==> src/rtl/sdram_bringup_pkg.sv <==
package sdram_bringup_pkg;

   // {cs_n, ras_n, cas_n, we_n}
   typedef enum logic [3:0] {
      CMD_LMR = 4'b0000,
      CMD_REF = 4'b0001,
      CMD_PRE = 4'b0010,
      CMD_NOP = 4'b0111
   } sdr_cmd_e;

   typedef enum logic [2:0] {
      ST_PWR,
      ST_PRE,
      ST_REF,
      ST_LMR,
      ST_GAP,
      ST_DONE
   } seq_state_e;

   localparam int unsigned OP_W = 13;

   function automatic logic [OP_W-1:0] build_mode_op(
      input logic [2:0] len_code,
      input logic       interleave,
      input logic [2:0] cas_code,
      input logic       wr_single
   );
      build_mode_op = {3'b000, wr_single, 2'b00, cas_code, interleave, len_code};
   endfunction

endpackage

==> src/rtl/sdram_bringup_timer.sv <==
module sdram_bringup_timer #(
   parameter int unsigned CNT_W   = 8,
   parameter int unsigned RST_VAL = 0
) (
   input  logic             clk,
   input  logic             rst_n,
   input  logic             load,
   input  logic [CNT_W-1:0] load_val,
   output logic             expired
);
   logic [CNT_W-1:0] cnt_q;

   always_ff @(posedge clk or negedge rst_n) begin
      if (!rst_n)              cnt_q <= CNT_W'(RST_VAL);
      else if (load)           cnt_q <= load_val;
      else if (cnt_q != '0)    cnt_q <= cnt_q - 1'b1;
   end

   assign expired = (cnt_q == '0);
endmodule

==> src/rtl/sdram_bringup_fsm.sv <==
module sdram_bringup_fsm
   import sdram_bringup_pkg::*;
#(
   parameter int unsigned CNT_W     = 8,
   parameter int unsigned T_RP_CYC  = 3,
   parameter int unsigned T_RFC_CYC = 9,
   parameter int unsigned T_MRD_CYC = 2,
   parameter int unsigned REF_N     = 2,
   parameter logic [OP_W-1:0] MODE_OP = '0
) (
   input  logic             clk,
   input  logic             rst_n,
   input  logic             tmr_expired,
   output logic             tmr_load,
   output logic [CNT_W-1:0] tmr_val,
   output sdr_cmd_e         seq_cmd,
   output logic [OP_W-1:0]  seq_addr,
   output logic             seq_done
);
   localparam int unsigned REF_W = (REF_N > 1) ? $clog2(REF_N) : 1;
   localparam logic [REF_W-1:0] REF_LAST = REF_W'(REF_N - 1);

   seq_state_e       state_q, state_d, ret_q, ret_d;
   logic [REF_W-1:0] ref_q, ref_d;

   always_ff @(posedge clk or negedge rst_n) begin
      if (!rst_n) begin
         state_q <= ST_PWR;
         ret_q   <= ST_PRE;
         ref_q   <= '0;
      end else begin
         state_q <= state_d;
         ret_q   <= ret_d;
         ref_q   <= ref_d;
      end
   end

   always_comb begin
      state_d  = state_q;
      ret_d    = ret_q;
      ref_d    = ref_q;
      tmr_load = 1'b0;
      tmr_val  = '0;
      unique case (state_q)
         ST_PWR:  if (tmr_expired) state_d = ST_PRE;
         ST_PRE: begin
            tmr_load = 1'b1;
            tmr_val  = CNT_W'(T_RP_CYC - 2);
            ret_d    = ST_REF;
            state_d  = ST_GAP;
         end
         ST_REF: begin
            tmr_load = 1'b1;
            tmr_val  = CNT_W'(T_RFC_CYC - 2);
            ref_d    = ref_q + 1'b1;
            ret_d    = (ref_q == REF_LAST) ? ST_LMR : ST_REF;
            state_d  = ST_GAP;
         end
         ST_LMR: begin
            tmr_load = 1'b1;
            tmr_val  = CNT_W'(T_MRD_CYC - 2);
            ret_d    = ST_DONE;
            state_d  = ST_GAP;
         end
         ST_GAP:  if (tmr_expired) state_d = ret_q;
         ST_DONE: state_d = ST_DONE;
         default: state_d = ST_PWR;
      endcase
   end

   always_comb begin
      seq_cmd  = CMD_NOP;
      seq_addr = '0;
      case (state_q)
         ST_PRE: begin
            seq_cmd      = CMD_PRE;
            seq_addr[10] = 1'b1;
         end
         ST_REF: seq_cmd = CMD_REF;
         ST_LMR: begin
            seq_cmd  = CMD_LMR;
            seq_addr = MODE_OP;
         end
         default: ;
      endcase
   end

   assign seq_done = (state_q == ST_DONE);
endmodule

==> src/rtl/sdram_bringup_mux.sv <==
module sdram_bringup_mux
   import sdram_bringup_pkg::*;
#(
   parameter int unsigned ADDR_W = 13,
   parameter int unsigned BA_W   = 2
) (
   input  logic              sel_ctl,
   input  sdr_cmd_e          seq_cmd,
   input  logic [ADDR_W-1:0] seq_addr,
   input  logic              ctl_cke,
   input  logic              ctl_cs_n,
   input  logic              ctl_ras_n,
   input  logic              ctl_cas_n,
   input  logic              ctl_we_n,
   input  logic [BA_W-1:0]   ctl_ba,
   input  logic [ADDR_W-1:0] ctl_addr,
   output logic              mem_cke,
   output logic              mem_cs_n,
   output logic              mem_ras_n,
   output logic              mem_cas_n,
   output logic              mem_we_n,
   output logic [BA_W-1:0]   mem_ba,
   output logic [ADDR_W-1:0] mem_addr
);
   always_comb begin
      if (sel_ctl) begin
         mem_cke   = ctl_cke;
         {mem_cs_n, mem_ras_n, mem_cas_n, mem_we_n} = {ctl_cs_n, ctl_ras_n, ctl_cas_n, ctl_we_n};
         mem_ba    = ctl_ba;
         mem_addr  = ctl_addr;
      end else begin
         mem_cke   = 1'b1;
         {mem_cs_n, mem_ras_n, mem_cas_n, mem_we_n} = seq_cmd;
         mem_ba    = '0;
         mem_addr  = seq_addr;
      end
   end
endmodule

==> src/rtl/sdram_bringup_seq.sv <==
module sdram_bringup_seq
   import sdram_bringup_pkg::*;
#(
   parameter int unsigned CLK_MHZ      = 133,
   parameter int unsigned PWRUP_US     = 100,
   parameter int unsigned SIM_WAIT_CYC = 0,
   parameter int unsigned T_RP_CYC     = 3,
   parameter int unsigned T_RFC_CYC    = 9,
   parameter int unsigned T_MRD_CYC    = 2,
   parameter int unsigned REF_N        = 2,
   parameter int unsigned ADDR_W       = 13,
   parameter int unsigned BA_W         = 2,
   parameter logic [2:0]  BL_CODE      = 3'd3,
   parameter logic        BURST_IL     = 1'b0,
   parameter int unsigned CAS_LAT      = 3,
   parameter logic        WR_SINGLE    = 1'b0
) (
   input  logic              clk,
   input  logic              rst_n,
   input  logic              ctl_cke,
   input  logic              ctl_cs_n,
   input  logic              ctl_ras_n,
   input  logic              ctl_cas_n,
   input  logic              ctl_we_n,
   input  logic [BA_W-1:0]   ctl_ba,
   input  logic [ADDR_W-1:0] ctl_addr,
   output logic              mem_cke,
   output logic              mem_cs_n,
   output logic              mem_ras_n,
   output logic              mem_cas_n,
   output logic              mem_we_n,
   output logic [BA_W-1:0]   mem_ba,
   output logic [ADDR_W-1:0] mem_addr,
   output logic              init_done
);
   localparam int unsigned WAIT_CYC = (SIM_WAIT_CYC != 0) ? SIM_WAIT_CYC : CLK_MHZ * PWRUP_US;
   localparam int unsigned GAP_MAX  = (T_RFC_CYC > T_RP_CYC) ? T_RFC_CYC : T_RP_CYC;
   localparam int unsigned CNT_MAX  = (WAIT_CYC > GAP_MAX) ? WAIT_CYC : GAP_MAX;
   localparam int unsigned CNT_W    = $clog2(CNT_MAX + 1);
   localparam logic [OP_W-1:0] MODE_OP =
      build_mode_op(BL_CODE, BURST_IL, 3'(CAS_LAT), WR_SINGLE);

   // elaboration-time parameter checks
   if (!(CAS_LAT == 2 || CAS_LAT == 3)) begin : g_bad_cas
      $error("CAS_LAT must be 2 or 3");
   end
   if (!(BL_CODE <= 3'd3 || (BL_CODE == 3'd7 && !BURST_IL))) begin : g_bad_bl
      $error("BL_CODE must be 0..3, or 7 with sequential bursts");
   end
   if (T_RP_CYC < 2 || T_RFC_CYC < 2 || T_MRD_CYC < 2) begin : g_bad_gap
      $error("command gaps must be at least 2 cycles");
   end
   if (ADDR_W < OP_W || REF_N < 1 || WAIT_CYC < 1) begin : g_bad_shape
      $error("ADDR_W >= 13, REF_N >= 1 and a non-zero wait are required");
   end

   logic             tmr_expired, tmr_load;
   logic [CNT_W-1:0] tmr_val;
   sdr_cmd_e         seq_cmd;
   logic [OP_W-1:0]  seq_op_addr;
   logic [ADDR_W-1:0] seq_addr;

   sdram_bringup_timer #(.CNT_W(CNT_W), .RST_VAL(WAIT_CYC - 1)) u_timer (
      .clk      (clk),
      .rst_n    (rst_n),
      .load     (tmr_load),
      .load_val (tmr_val),
      .expired  (tmr_expired)
   );

   sdram_bringup_fsm #(
      .CNT_W     (CNT_W),
      .T_RP_CYC  (T_RP_CYC),
      .T_RFC_CYC (T_RFC_CYC),
      .T_MRD_CYC (T_MRD_CYC),
      .REF_N     (REF_N),
      .MODE_OP   (MODE_OP)
   ) u_fsm (
      .clk         (clk),
      .rst_n       (rst_n),
      .tmr_expired (tmr_expired),
      .tmr_load    (tmr_load),
      .tmr_val     (tmr_val),
      .seq_cmd     (seq_cmd),
      .seq_addr    (seq_op_addr),
      .seq_done    (init_done)
   );

   // widen the op-code / precharge address onto a wider bus
   if (ADDR_W > OP_W) begin : g_addr_pad
      assign seq_addr = {{(ADDR_W-OP_W){1'b0}}, seq_op_addr};
   end else begin : g_addr_exact
      assign seq_addr = seq_op_addr;
   end

   sdram_bringup_mux #(.ADDR_W(ADDR_W), .BA_W(BA_W)) u_mux (
      .sel_ctl   (init_done),
      .seq_cmd   (seq_cmd),
      .seq_addr  (seq_addr),
      .ctl_cke   (ctl_cke),
      .ctl_cs_n  (ctl_cs_n),
      .ctl_ras_n (ctl_ras_n),
      .ctl_cas_n (ctl_cas_n),
      .ctl_we_n  (ctl_we_n),
      .ctl_ba    (ctl_ba),
      .ctl_addr  (ctl_addr),
      .mem_cke   (mem_cke),
      .mem_cs_n  (mem_cs_n),
      .mem_ras_n (mem_ras_n),
      .mem_cas_n (mem_cas_n),
      .mem_we_n  (mem_we_n),
      .mem_ba    (mem_ba),
      .mem_addr  (mem_addr)
   );
endmodule

==> config.mk <==
export PLATFORM = sky130hd
export DESIGN_NAME = sdram_bringup_seq
export DESIGN_NICKNAME = d
export VERILOG_FILES = /design/src/rtl/sdram_bringup_pkg.sv /design/src/rtl/sdram_bringup_timer.sv /design/src/rtl/sdram_bringup_fsm.sv /design/src/rtl/sdram_bringup_mux.sv /design/src/rtl/sdram_bringup_seq.sv
export SDC_FILE = /design/constraint.sdc
export NUM_CORES = 1
export LEC_CHECK = 0
export CORE_ASPECT_RATIO = 0.75
export CORE_MARGIN = 2
export CORE_UTILIZATION = 41
export DETAILED_ROUTE_END_ITERATION = 10
export HOLD_SLACK_MARGIN = 0.15
export MAX_ROUTING_LAYER = met4
export PLACE_DENSITY = 0.73
export SYNTH_ARGS = -nofsm -noshare
export SYNTH_HDL_FRONTEND = slang
export SYNTH_SLANG_ARGS = --single-unit
export TNS_END_PERCENT = 5
==> constraint.sdc <==
create_clock -name clk -period 1.6 [get_ports clk]
set_input_delay 0.24 -clock clk [delete_from_list [all_inputs] [get_ports clk]]
set_output_delay 0.24 -clock clk [all_outputs]
set_load 0.02 [all_outputs]
==> results.tsv, run 1 <==
stage	metric	value	unit
outcome	outcome	finished with violations	
outcome	failed_checks	setup timing	
power	comb_power_share	16.5	%
finish	final_core_util	72.3	%
yosys	syn_area	1310	µm²
route	wire_per_inst	15.5	µm
flow_run	max_cap_violations	0	
sta	slew_headroom	70.3	%
route	drc	0	
power	switchingPower	0.247	mW
cts	cts_buffers	3	
yosys	synth_edf_count	0	
power	powerDensity	487	nW/µm²
placement	portBuffers	42	
route	dr_total_vias	1363	
power	pwr-share-clk	33.1	%
sta	layout_min_cycle_time	1720	ps
finish	drive_above_1_share	45.0	%
sta	worst_slew_pin_slew	443	ps
yosys	yosysTopAreaCell	dfstp_2	
finish	final_cell_mix	34 x buf_4, 21 x clkdlybuf4s50_1, 15 x buf_6	
route	viasPerCell	5.24	
hold_path	min_path_type	in -> async	
sta	fin_crit_sh	108	%
placement	place_area	2010	µm²
finish	final.fill_count	229	
cts	cts_max_level	1	
cts	clkSinkCount	21	
cts	clk_latency	260	ps
placement	place_ws	-354	ps
sta	setup_viol	13	
critical_path	critPathCaptureType	flip-flop	
global_route	grt_pass1_wl	6180	µm
yosys	synth-seq-cells	21	
yosys	ys.flop_type	dfstp_2	
route	drtAntennaViolNets	0	
power	p_sw_share	23.4	%
power	vdd_ir_drop_max	0.505	mV
finish	antenna_cells	0	
placement	routabilityCongestion	0.857	
finish	final_common_cell	buf_4	
route	wl	4040	µm
die	num_rows	17	
critical_path	cp_data_required_time	1800	ps
critical_path	crit_type	reg -> reg	
global_route	first_global_vias	1281	
die	core	3000	µm²
yosys	synth.top_cell.area_share	22.0	%
cts	root_buffer	clkbuf_8	
cts	path_clk_slew	80	ps
yosys	avgSynthCellArea	8.81	µm²
finish	nets	246	
cts	cts_hold_repair.buffers	0	
sta	fin_setup_tns	-562	ps
die	io_pins	43	
power	p_total	1.06	mW
finish	regArea	541	µm²
finish	post-route-cell-area	2170	µm²
power	p_int	0.809	mW
die	die_x	69.3	µm
die	initial_utilization	43.8	%
global_route	grtUsageTotal	22.3	%
yosys	seq_area_frac_synth	41.1	%
placement	dpl.hpwl	2990	µm
yosys	yosysUniqueCellTypes	40	
power	cellLeakagePower	1.01	nW
sta	fmax	581	MHz
yosys	async_flop_share	100	%
critical_path	critical_path.max_fanout	4	
die	die_area	3670	µm²
route	first_pass_iters	5	
sta	setup_ws	-122	ps
sta	rsz0062_at_grt	true	
sta	clock_skew	4.96	ps
global_route	grt_max_degree	22	
yosys	synth_area_leaders	dfstp_2 22%, dfrtp_1 19%, a21oi_1 6.1%	
global_route	antenna_found_initial	0	
route	drtIter0Drc	84	
critical_path	start_kind	flip-flop	
die	die_h	53	µm
yosys	syn_inst	149	
yosys	yosysWarnings	0	
sta	slew_viol_final	0	
finish	area_growth	65.2	%
global_route	overflow	0	
cts	clockBufferDepth	2	
power	seqPwrFrac	50.3	%
sta	hold_viol	0	
yosys	synth_nets	172	
finish	multi_input_area	836	µm²
critical_path	crit_arrival	1920	ps
cts	cts_tree	done	
-- through the flow --
stage | hold WS (ps) | cells
after global placement | 453 | 254
final | 314 | 260
after floorplan | -55.6 | 149
after detailed placement | 479 | 254
after CTS | 323 | 260
after global routing | 331 | 260
-- timing repair --
item	CTS	global route
pin swaps	0	7
hold endpoints to repair	0	0
resized for setup	84	55
setup buffers	2	0
setup endpoints to repair	35	38
-- synthesized netlist by cell type, drive strengths merged, types with 3 or more instances --
library cell	n
dfrtp	10
nand3	4
nor2b	6
o21ai	8
dfstp	11
nand2	11
clkbuf	7
nand2b	3
nor3	3
nor2	15
nor4	4
and2	11
a31oi	4
inv	8
a21oi	17
-- worst paths after layout --
| check | start | endpoint | slack (ps) | depth (start not counted) |
|---|---|---|---|---|
| min | rst_n | u_timer.cnt_q[2] | 310 | 2 |
| max reg2reg | u_timer.cnt_q[0] | u_timer.cnt_q[7] | -120 | 6 |
| max | u_timer.cnt_q[0] | u_timer.cnt_q[7] | -120 | 6 |
| max in group asynchronous | rst_n | u_timer.cnt_q[0] | 1010 | 2 |
| min reg2reg | u_fsm.ref_q | u_fsm.ref_q | 500 | 1 |
| min in group clk | u_fsm.ref_q | u_fsm.ref_q | 500 | 1 |
-- area by class of cell --
type | count | area share (%)
tap | 38 | 2.19
sequential | 21 | 24.9
multi-input combinational | 113 | 38.5
timing repair buffer | 76 | 30.9
clock buffer | 4 | 2.08
inverter | 8 | 1.38
-- per-layer routing --
metal,up-vias,wire length (µm),global-route usage [%]
li1,667,-,-
met1,653,1760,27.2
met2,37,2060,39.4
met3,6,147,4.00
met4,0,65,5.56
met5,-,0,-
-- power groups by stage --
stage / clock network [mW] / logic, mW / registers [mW]
2_1_floorplan: 0 / 0.0555 / 0.541
3_3_place_gp: 0 / 0.169 / 0.541
3_5_place_dp: 0 / 0.173 / 0.541
4_1_cts: 0.352 / 0.149 / 0.532
5_1_grt: 0.391 / 0.185 / 0.532
6_report: 0.350 / 0.175 / 0.532
-- state kept, by name (all words and copies together), names as in the netlist --
name / flops
u_timer.cnt_q: 14
u_fsm.ret_q: 3
u_fsm.state_q: 3
u_fsm.ref_q: 1
-- cell families after synthesis --
logic type                 Yosys count  synth area share, %
muxes                                3                 2.38
and+or+nand+nor                     66                 30.7
xor gates and xnor gates             3                 2.00
buffers and inverters               15                 4.29
DFF                                 21                 41.1
adders and majority gates            1                0.953
AOI/OAI and AO/OA                   40                 18.6
-- worst max-delay path: stages (launching register included) --
cell and delay (ps):
dfstp_2 570, inv_2 50, ha_4 160, nor3b_4 160, nand4_4 120, or4b_4 470
a21oi_2 130
No activity file was read; power rests on OpenSTA's default activity.
==> run 2, diff against run 1 <==
Settings changed: ABC_AREA from default to 0, CORE_MARGIN 2 to 3.
==> results.tsv, run 2 (same netlist as run 1, synthesis figures left out) <==
stage	metric	value	unit
finish	antenna_cells	0	
sta	slew_viol_final	0	
critical_path	start_kind	flip-flop	
cts	cts_hold_repair.buffers	0	
route	drtAntennaViolNets	0	
cts	cts_buffers	3	
die	num_rows	17	
cts	clk_latency	260	ps
finish	largest_register	u_timer.cnt_q	
cts	cts_tree	done	
critical_path	critPathCaptureType	flip-flop	
critical_path	crit_arrival	1910	ps
cts	root_buffer	clkbuf_8	
route	first_pass_iters	4	
die	die_x	71.3	µm
route	dr_total_vias	1340	
route	wire_per_inst	14.7	µm
global_route	use_met2	32.3	%
global_route	grt_max_degree	22	
power	p_total	1.04	mW
die	die_h	55	µm
finish	final_cell_mix	48 x buf_4, 21 x clkdlybuf4s50_1, 14 x a21oi_1	
global_route	grt_pass1_wl	5550	µm
sta	fin_crit_sh	107	%
finish	largest_reg_flops	14	
sta	fin_setup_tns	-897	ps
sta	layout_min_cycle_time	1720	ps
sta	clock_skew	3.49	ps
sta	setup_ws	-115	ps
sta	setup_viol	21	
global_route	antenna_found_initial	0	
finish	final.fill_count	225	
cts	cts_max_level	1	
sta	hold_viol	0	
critical_path	critical_path.max_fanout	4	
global_route	overflow	0	
cts	path_clk_slew	80	ps
cts	clkSinkCount	21	
power	vdd_ir_drop_max	0.577	mV
sta	fmax	583	MHz
route	wl	3810	µm
placement	portBuffers	42	
route	viasPerCell	5.17	
finish	drive_above_1_share	42.1	%
critical_path	slowest_delay	570	ps
die	die_area	3920	µm²
finish	final_common_cell	buf_4	
critical_path	crit_chain	inv_2, ha_4, nor3b_4, nand4_4, or4b_4, a21oi_2	
placement	dpl.hpwl	2810	µm
global_route	met3_usage	4.51	%
global_route	top_usage_layer	met2	
global_route	grtUsageTotal	18.9	%
global_route	grt.met1_usage	23.2	%
power	powerDensity	502	nW/µm²
critical_path	cp_slowest_cell	dfstp_2	
route	drtIter0Drc	59	
finish	top_regs	u_timer.cnt_q (14), u_fsm.ret_q (3), u_fsm.state_q (3)	
global_route	first_global_vias	1243	
hold_path	min_path_type	in -> async	
sta	slew_headroom	73.0	%
critical_path	crit_type	reg -> reg	
critical_path	cp_data_required_time	1800	ps
outcome	outcome	finished with violations	
finish	nets	245	
sta	rsz0062_at_grt	true	
placement	routabilityCongestion	0.847	
power	cellLeakagePower	0.970	nW
cts	clockBufferDepth	2	
sta	worst_slew_pin_slew	403	ps
die	io_pins	43	
route	drc	0	
flow_run	max_cap_violations	0	
finish	area_growth	57.6	%
placement	place_ws	-225	ps
die	core	3000	µm²
outcome	failed_checks	setup timing	
die	initial_utilization	43.8	%
run 2: stage by stage:
| step | utilization [%] | std cells | hold WS (ps) | cell area, µm² |
|---|---|---|---|---|
| floorplan | - | 149 | -55.6 | 1330 |
| global placement | 66.7 | 253 | 452 | 2000 |
| detailed placement | 66.7 | 253 | 459 | 2000 |
| CTS | 68.2 | 259 | 329 | 2050 |
| global route | 69.0 | 259 | 346 | 2070 |
| finish | 69.0 | 259 | 321 | 2070 |
run 2: routing by layer:
metal / part of all wire (%) / vias to the layer above
met5: 0 / -
met4: 1.5 / 0
met3: 2.2 / 7
met2: 52 / 13
met1: 44 / 655
li1: - / 665
run 2: cell type report:
class                      count  area [µm²]  area share, %
multi-input combinational    113         795           38.4
timing repair buffer          75         606           29.3
sequential                    21         542           26.2
tap                           38        47.5           2.30
clock buffer                   3        41.3           2.00
inverter                       8        32.5           1.57
clock inverter                 1        5.00          0.242
run 2: path summary, 6_finish.rpt:
kind	start	end	slack, ps	cells past startpoint
max in group asynchronous	rst_n	u_timer.cnt_q[0]	1010	2
worst max register to register	u_timer.cnt_q[0]	u_timer.cnt_q[7]	-120	6
worst min-delay path	rst_n	u_timer.cnt_q[3]	320	2
min in group clk	u_fsm.ref_q	u_fsm.ref_q	470	1
worst max-delay path	u_timer.cnt_q[0]	u_timer.cnt_q[7]	-120	6
worst min register to register	u_fsm.ref_q	u_fsm.ref_q	470	1
run 2: repair_timing:
| item | in CTS | in global routing |
|---|---|---|
| pin swaps | 2 | 1 |
| endpoints found under the hold margin | 0 | 0 |
| buffers inserted | 1 | 0 |
| gates cloned | 1 | 0 |
| setup endpoints to repair | 31 | 35 |
| gates resized for setup | 92 | 27 |
run 2: power by group:
| part | internal [mW] | switching, mW |
|---|---|---|
| Sequential | 0.532 | 0 |
| Clock | 0.174 | 0.176 |
| Combinational | 0.0869 | 0.0701 |
run 2: critical path, delay by kind of cell, from the launching register on:
kind / cells / cell delay, ps
AO/OA/AOI/OAI: 1 / 140
adder cells (fa/ha/maj): 1 / 150
buffers and inverters: 1 / 50
flip-flops: 1 / 570
AND/OR/NAND/NOR: 3 / 750
==> run 3, diff against run 2 <==
Settings changed: CAP_MARGIN from default to 30, GPL_ROUTABILITY_DRIVEN from default to 0.
==> results of run 3 <==
No change in the layout: final DEF, timing and power equal those of run 2.
